## config.mk

```make
export PLATFORM = sky130hd
export DESIGN_NAME = opnd_shifter
export DESIGN_NICKNAME = d
export VERILOG_FILES = /design/src/rtl/opnd_shifter.sv
export SDC_FILE = /design/constraint.sdc
export NUM_CORES = 1
export LEC_CHECK = 0
export ABC_AREA = 1
export BUFFER_PORTS_ARGS = -buffer_cell sky130_fd_sc_hd__buf_2
export CAP_MARGIN = 20
export CORE_MARGIN = 5
export CORE_UTILIZATION = 50
export DETAILED_ROUTE_END_ITERATION = 8
export MAX_ROUTING_LAYER = met4
export PLACE_DENSITY_LB_ADDON = 0.2
export SLEW_MARGIN = 20
export SYNTH_ARGS = -nofsm -noshare
export SYNTH_HDL_FRONTEND = slang
export SYNTH_SLANG_ARGS = --single-unit
```

## constraint.sdc

```tcl
create_clock -name vclk -period 4.1
set_clock_uncertainty 0.05 [all_clocks]
set_input_delay 0.615 -clock vclk [all_inputs]
set_output_delay 0.615 -clock vclk [all_outputs]
set_load 0.1 [all_outputs]
```

## src/rtl/opnd_shifter.sv

```systemverilog
module opnd_shifter #(
  parameter int W  = 32,
  parameter int CW = 8,
  parameter int IW = 8,
  parameter int RW = 4
) (
  input  logic [W-1:0]  word_i,
  input  logic [1:0]    kind_i,
  input  logic [CW-1:0] cnt_i,
  input  logic          cnt_is_reg_i,
  input  logic          imm_sel_i,
  input  logic [IW-1:0] imm_val_i,
  input  logic [RW-1:0] imm_rot_i,
  input  logic          cy_i,
  output logic [W-1:0]  shf_o,
  output logic          cy_o
);
  localparam int SW = $clog2(W);

  function automatic logic [W-1:0] rotr(input logic [W-1:0] v, input logic [SW-1:0] s);
    logic [2*W-1:0] d;
    d = {v, v} >> s;
    return d[W-1:0];
  endfunction

  logic [W-1:0]  res;
  logic          cy;
  logic [31:0]   n;
  logic [SW-1:0] k;

  always_comb begin
    n   = 32'(cnt_i);
    k   = cnt_i[SW-1:0];
    res = word_i;
    cy  = cy_i;
    if (imm_sel_i) begin
      res = rotr(W'(imm_val_i), SW'({imm_rot_i, 1'b0}));
    end else if (!(cnt_is_reg_i && n == 0)) begin
      case (kind_i)
        2'b00: begin
          if (n == 0) begin
            res = word_i;
          end else if (n < W) begin
            res = word_i << k;
            cy  = word_i[SW'(W - n)];
          end else if (n == W) begin
            res = '0;
            cy  = word_i[0];
          end else begin
            res = '0;
            cy  = 1'b0;
          end
        end
        2'b01: begin
          if (n == 0 || n == W) begin
            res = '0;
            cy  = word_i[W-1];
          end else if (n < W) begin
            res = word_i >> k;
            cy  = word_i[k - 1'b1];
          end else begin
            res = '0;
            cy  = 1'b0;
          end
        end
        2'b10: begin
          if (n == 0 || n >= W) begin
            res = {W{word_i[W-1]}};
            cy  = word_i[W-1];
          end else begin
            res = W'($signed(word_i) >>> k);
            cy  = word_i[k - 1'b1];
          end
        end
        default: begin
          if (n == 0) begin
            res = {cy_i, word_i[W-1:1]};
            cy  = word_i[0];
          end else if (k == 0) begin
            res = word_i;
            cy  = word_i[W-1];
          end else begin
            res = rotr(word_i, k);
            cy  = word_i[k - 1'b1];
          end
        end
      endcase
    end

    if (!imm_sel_i && cnt_is_reg_i && n == 0)
      assert_regzero_pass_R1: assert (res == word_i && cy == cy_i);
    if (!imm_sel_i && kind_i == 2'b00 && n > W)
      assert_lsl_over_R2: assert (res == '0 && !cy);
    if (!imm_sel_i && kind_i == 2'b01 && n > W)
      assert_lsr_over_R3: assert (res == '0 && !cy);
    if (!imm_sel_i && kind_i == 2'b10 && n != 0)
      assert_asr_sign_R4: assert (res[W-1] == word_i[W-1]);
    if (!imm_sel_i && !cnt_is_reg_i && kind_i == 2'b11 && n == 0)
      assert_rrx_R5: assert (res[W-1] == cy_i && cy == word_i[0]);
    if (!imm_sel_i && kind_i == 2'b11 && n != 0)
      assert_ror_ones_R6: assert ($countones(res) == $countones(word_i));
    if (imm_sel_i)
      assert_imm_ones_R7: assert ($countones(res) == $countones(imm_val_i) && cy == cy_i);
  end

  assign shf_o = res;
  assign cy_o  = cy;
endmodule

```

* After elaboration in Yosys (flattened, before gate mapping)
Index checks and enable logic that the tools add are counted.
** Word-level totals
- Bits in registers :: 0
- Bits of input ports :: 57
- Output and inout port bits :: 33
- Word-level logic and storage cells :: 45
** Operators by class
- Add/sub/neg operators :: 2
- $lt $le $gt $ge :: 4
- Eq/ne operators :: 3
- Shifts and indexed selects :: 5
- Muxes and demuxes :: 25
- Reductions and logical operators :: 6
** Operators with widths (number)
- two-way mux 32 bit :: 9
- one-hot mux 32 bit (3 select lines) :: 1
- right shift 64 x 5 -> 32 bit :: 1
- right shift 40 x 5 -> 32 bit :: 1
- left shift 32 x 5 -> 32 bit :: 1
- right shift 32 x 5 -> 32 bit :: 1
- >>> shifter 32 x 5 -> 32 bit :: 1
- less-than comparator 5 x 6 -> 1 bit, second input constant :: 2
- two-way mux 1 bit :: 12
- binary-select mux 1 bit (select 5 bit) :: 2
- equality test 8 x 6 -> 1 bit, second input constant :: 1
- greater-or-equal comparator 8 x 6 -> 1 bit, second input constant :: 1
- logical NOT 8 bit :: 1
- less-than comparator 8 x 6 -> 1 bit, second input constant :: 1
- logical NOT 5 bit :: 1
- subtractor 1 x 5 -> 5 bit, first input constant :: 1
- subtractor 5 x 1 -> 5 bit, second input constant :: 1
- one-hot mux 1 bit (3 select lines) :: 1
- equality test 2 x 1 -> 1 bit, second input constant :: 1
- equality test 2 bit, second input constant :: 1
- logical NOT 2 bit :: 1
- logical OR 1 bit :: 2
- logical AND 1 bit :: 1

* Depth between registers and ports, before layout
- Word-level depth :: 8
- Mapped depth :: 20

* Worst setup path after synthesis
OpenSTA, ideal clock, no wires.
- Path type :: input to output
- From :: input cnt_i[1]
- To :: output shf_o[31]
- Data arrival time :: 3.318 ns
- Data required time :: 3.435 ns
- Slack :: 0.117 ns
- Cell stages on the path :: 17
- Path buffers :: 4
- Cells stage by stage :: buf_4 inv_2 buf_2 ha_1 nand2_4 nor2_8 ha_1 clkbuf_1 clkbuf_1 nand2_1 nand2_1 nand2_1 nand2_1 nand2_1 nand2_1 nand2_1 nand2_1
** On the way
- Word-level cells in the longest chain between the ends :: 6
** Ends and longest elaborated chain
- start, declared :: line 9 : input logic [CW-1:0] cnt_i,
- less-than comparator 8 x 6 -> 1 bit (tied with other cells) :: line 43, 58
- two-way mux 32 bit (tied with other cells) :: line 58 : end else if (n < W) begin
- two-way mux 32 bit, on equally long branches
- one-hot mux 32 bit (3 select lines) :: line 39 : case (kind_i)
- two-way mux 32 bit (*) :: line 38 : end else if (!(cnt_is_reg_i && n == 0)) begin
- two-way mux 32 bit (*) :: line 36 : if (imm_sel_i) begin
- end, declared :: line 15 : output logic [W-1:0] shf_o,
Every way passes the cells marked *; elsewhere a longest branch is shown, timed or not.

* Final worst setup path
- From :: input cnt_i[2]
- To :: output cy_o
** On the way
- Word-level cells in the longest chain between the ends :: 8
** Ends and longest elaborated chain
- subtractor 5 x 1 -> 5 bit / subtractor 1 x 5 -> 5 bit (equally long branches)
- binary-select mux 1 bit (select 5 bit), on equally long branches
- two-way mux 1 bit, on equally long branches
- two-way mux 1 bit, on equally long branches :: line 79, 43, 58
- two-way mux 1 bit, on equally long branches :: line 76, 41, 55
- one-hot mux 1 bit (3 select lines) :: line 39
- two-way mux 1 bit (*) :: line 38
- two-way mux 1 bit (*) :: line 36
- end, declared :: line 16 : output logic cy_o
Every way passes the cells marked *; elsewhere a longest branch is shown, timed or not. The select of a mux whose other input is x is not followed.

==> impl_metrics.py <==
metrics = {
    "cells_and_area": {
        "nClkBuffers": 0,
        "layout_commonest_cell": "nand2_1",
        "n_sequential_cell": 0,
        "regArea_um2": 0,
        "nets": 1771,
        "stdcell_count": 1895,
        "final_area_mm2": 0.008511,
        "area_delta_synth_final_pct": 13.97,
        "drive_above_1_share_pct": 10.29,
        "final_cell_mix": "nand2_1 (700), nand3_1 (486), nor2_1 (83)",
    },
    "clock_tree": {
        "cts_resized": 0,
        "holdBufCountCts": 0,
        "post_cts_buffers": 0,
    },
    "global_routing": {
        "gr-total-overflow": 0,
        "grt_max_degree": 74,
        "grt_antenna_before_repair": 1,
        "first_global_vias": 11425,
        "grt_pass1_wl_um": 65390,
        "grtUsageTotal_pct": 47.86,
    },
    "critical_path": {
        "critPathRequiredTime_ns": 3.43,
        "start_kind": "primary input",
        "critPathCaptureType": "output port",
        "arrival_ns": 3.19,
        "worstSetupPathType": "in2out",
        "crit_fanout": 5,
    },
    "run": {
        "max_cap_viol_count": 0,
    },
    "place": {
        "hpwl_um": 32680,
        "dpl_cell_area_mm2": 0.008508,
        "place_inst": 1894,
        "gp_congestion": 1.194,
        "pre_cts_slack_ns": 0.4246,
        "portBuffers": 90,
    },
    "drt": {
        "avgViaCountPerCell": 6.684,
        "remaining_drc_errors": 0,
        "wl_per_cell_um": 22.84,
        "dr.first_iter.drc_count": 2370,
        "ant_nets": 0,
        "dr_total_vias": 12667,
        "firstDrtPassIters": 8,
        "wl_um": 43290,
    },
    "floorplanning": {
        "die_w_um": 132.2,
        "fp-row-count": 44,
        "start_util_pct": 51.18,
        "io_pins": 90,
        "core-area_mm2": 0.01459,
        "dieHeight_um": 132.2,
        "fp.dieArea_mm2": 0.01748,
    },
    "timing": {
        "max_freq_mhz": 259.4,
        "tns_ns": 0,
        "finalSetupViolations": 0,
        "grt_setup_unrepaired": "false",
        "timing.final.hold_violations": 0,
        "period_minus_slack_ns": 3.855,
        "fin_ws_ns": 0.2452,
        "tightest_slew_ns": 0.8733,
        "drv_slew": 0,
        "post-route-period-util_pct": 94.02,
        "max-slew-margin-rel_pct": 41.16,
    },
    "power_and_ir_drop": {
        "powerDensity_mw_per_mm2": 171.4,
        "seqPwrFrac_pct": 0,
        "p_int_mw": 0.4067,
        "power_frac_clock_pct": 0,
        "p_switching_mw": 1.052,
        "pwr-share-comb_pct": 100.0,
        "p_leak_nw": 4.669,
        "sw_frac_of_total_pct": 72.12,
        "ir_drop_mv": 0.1753,
    },
    "logic_synthesis": {
        "synth_nets": 1735,
        "synth.distinct_cells": 41,
        "yosysWarnings": 0,
        "syn_inst": 1676,
        "synth_seq_area_share_pct": 0,
        "syn-cell-area_mm2": 0.007467,
        "synth_area_per_cell_um2": 4.455,
    },
    "status": {
        "outcome": "finished clean",
    },
    "worst_hold_path": {
        "hp-class": "in2out",
    },
}
==> layout make-up <==
type                            count  area, µm²
Timing Repair Buffer              146       1339
Inverter                           84      322.8
Multi-Input combinational cell   1480       6616
Fill cell                        1676       6078
Antenna cell                        1      2.502
Tap cell                          184      230.2
==> power by group through the flow <==
| stage | clock network, mW | registers, mW | logic [mW] |
|---|---|---|---|
| finish | 0.0000000544 | 0 | 1.46 |
| global route | 0.0000000583 | 0 | 1.53 |
| CTS | 0 | 0 | 1.39 |
| detailed placement | 0 | 0 | 1.38 |
| global placement | 0 | 0 | 1.39 |
| floorplan | 0 | 0 | 0.911 |
==> through the flow <==
stage          util (%)  hold WS [ns]  total power [mW]
3_5_place_dp      58.32         1.639             1.384
5_1_grt           58.34         1.693             1.533
6_report          58.34         1.645             1.459
2_1_floorplan         -         1.770            0.9105
4_1_cts           58.32         1.651             1.388
3_3_place_gp      58.32         1.648             1.386
==> cell families (layout without fill, tap and decap cells) <==
family                   Yosys count  after routing  synth area share, %
AO/OA/AOI/OAI                    184            184                13.61
XOR/XNOR                           1              1               0.2179
adder cells (fa/ha/maj)            2              2               0.3351
buffers and inverters            196            230                11.43
other                              0              1                    0
AND/OR/NAND/NOR                 1293           1293                74.41
==> critical path, cell delays in order <==
cell	delay, ns
buf_2	0.16
nor2_4	0.12
nand2_1	0.17
nor2_1	0.13
inv_1	0.07
nand2_1	0.28
inv_1	0.25
nand3_1	0.13
nand2_1	0.09
o21ai_1	0.27
buf_4	0.20
nand2_1	0.06
nand2_1	0.06
nand3_1	0.06
nor2_1	0.12
nand2_1	0.07
nand2_1	0.11
buf_12	0.19
==> synth_stat cells, types with 9 or more instances <==
cell	n	area, µm²
inv_2	11	41.29
o22ai_1	9	56.30
nand2_1	700	2628
nor2_1	84	315.3
buf_2	43	215.2
inv_1	68	255.2
o21ai_0	55	275.3
clkbuf_1	37	138.9
o211ai_1	11	82.58
buf_1	20	75.07
o21ai_1	16	80.08
a21oi_1	77	385.4
buf_4	9	67.56
nand3_1	486	2432
==> per-layer routing <==
layer  wire length, µm  track usage, %  vias to the layer above  part of all wire (%)
met5                 0               -                        -                     0
met4              3614           28.34                        0                   8.3
met3              7859           16.41                      278                    18
met2             16660           65.19                     1248                    38
met1             15160           60.47                     5485                    35
li1                  -               -                     5656                     -
==> path summary, 6_finish.rpt <==
| path | end | cells past startpoint | slack (ns) | from |
|---|---|---|---|---|
| worst max-delay path | cy_o | 18 | 0.25 | cnt_i[2] |
| worst min-delay path | cy_o | 4 | 1.64 | cy_i |
Note: power is estimated with default switching activity, not from simulation.
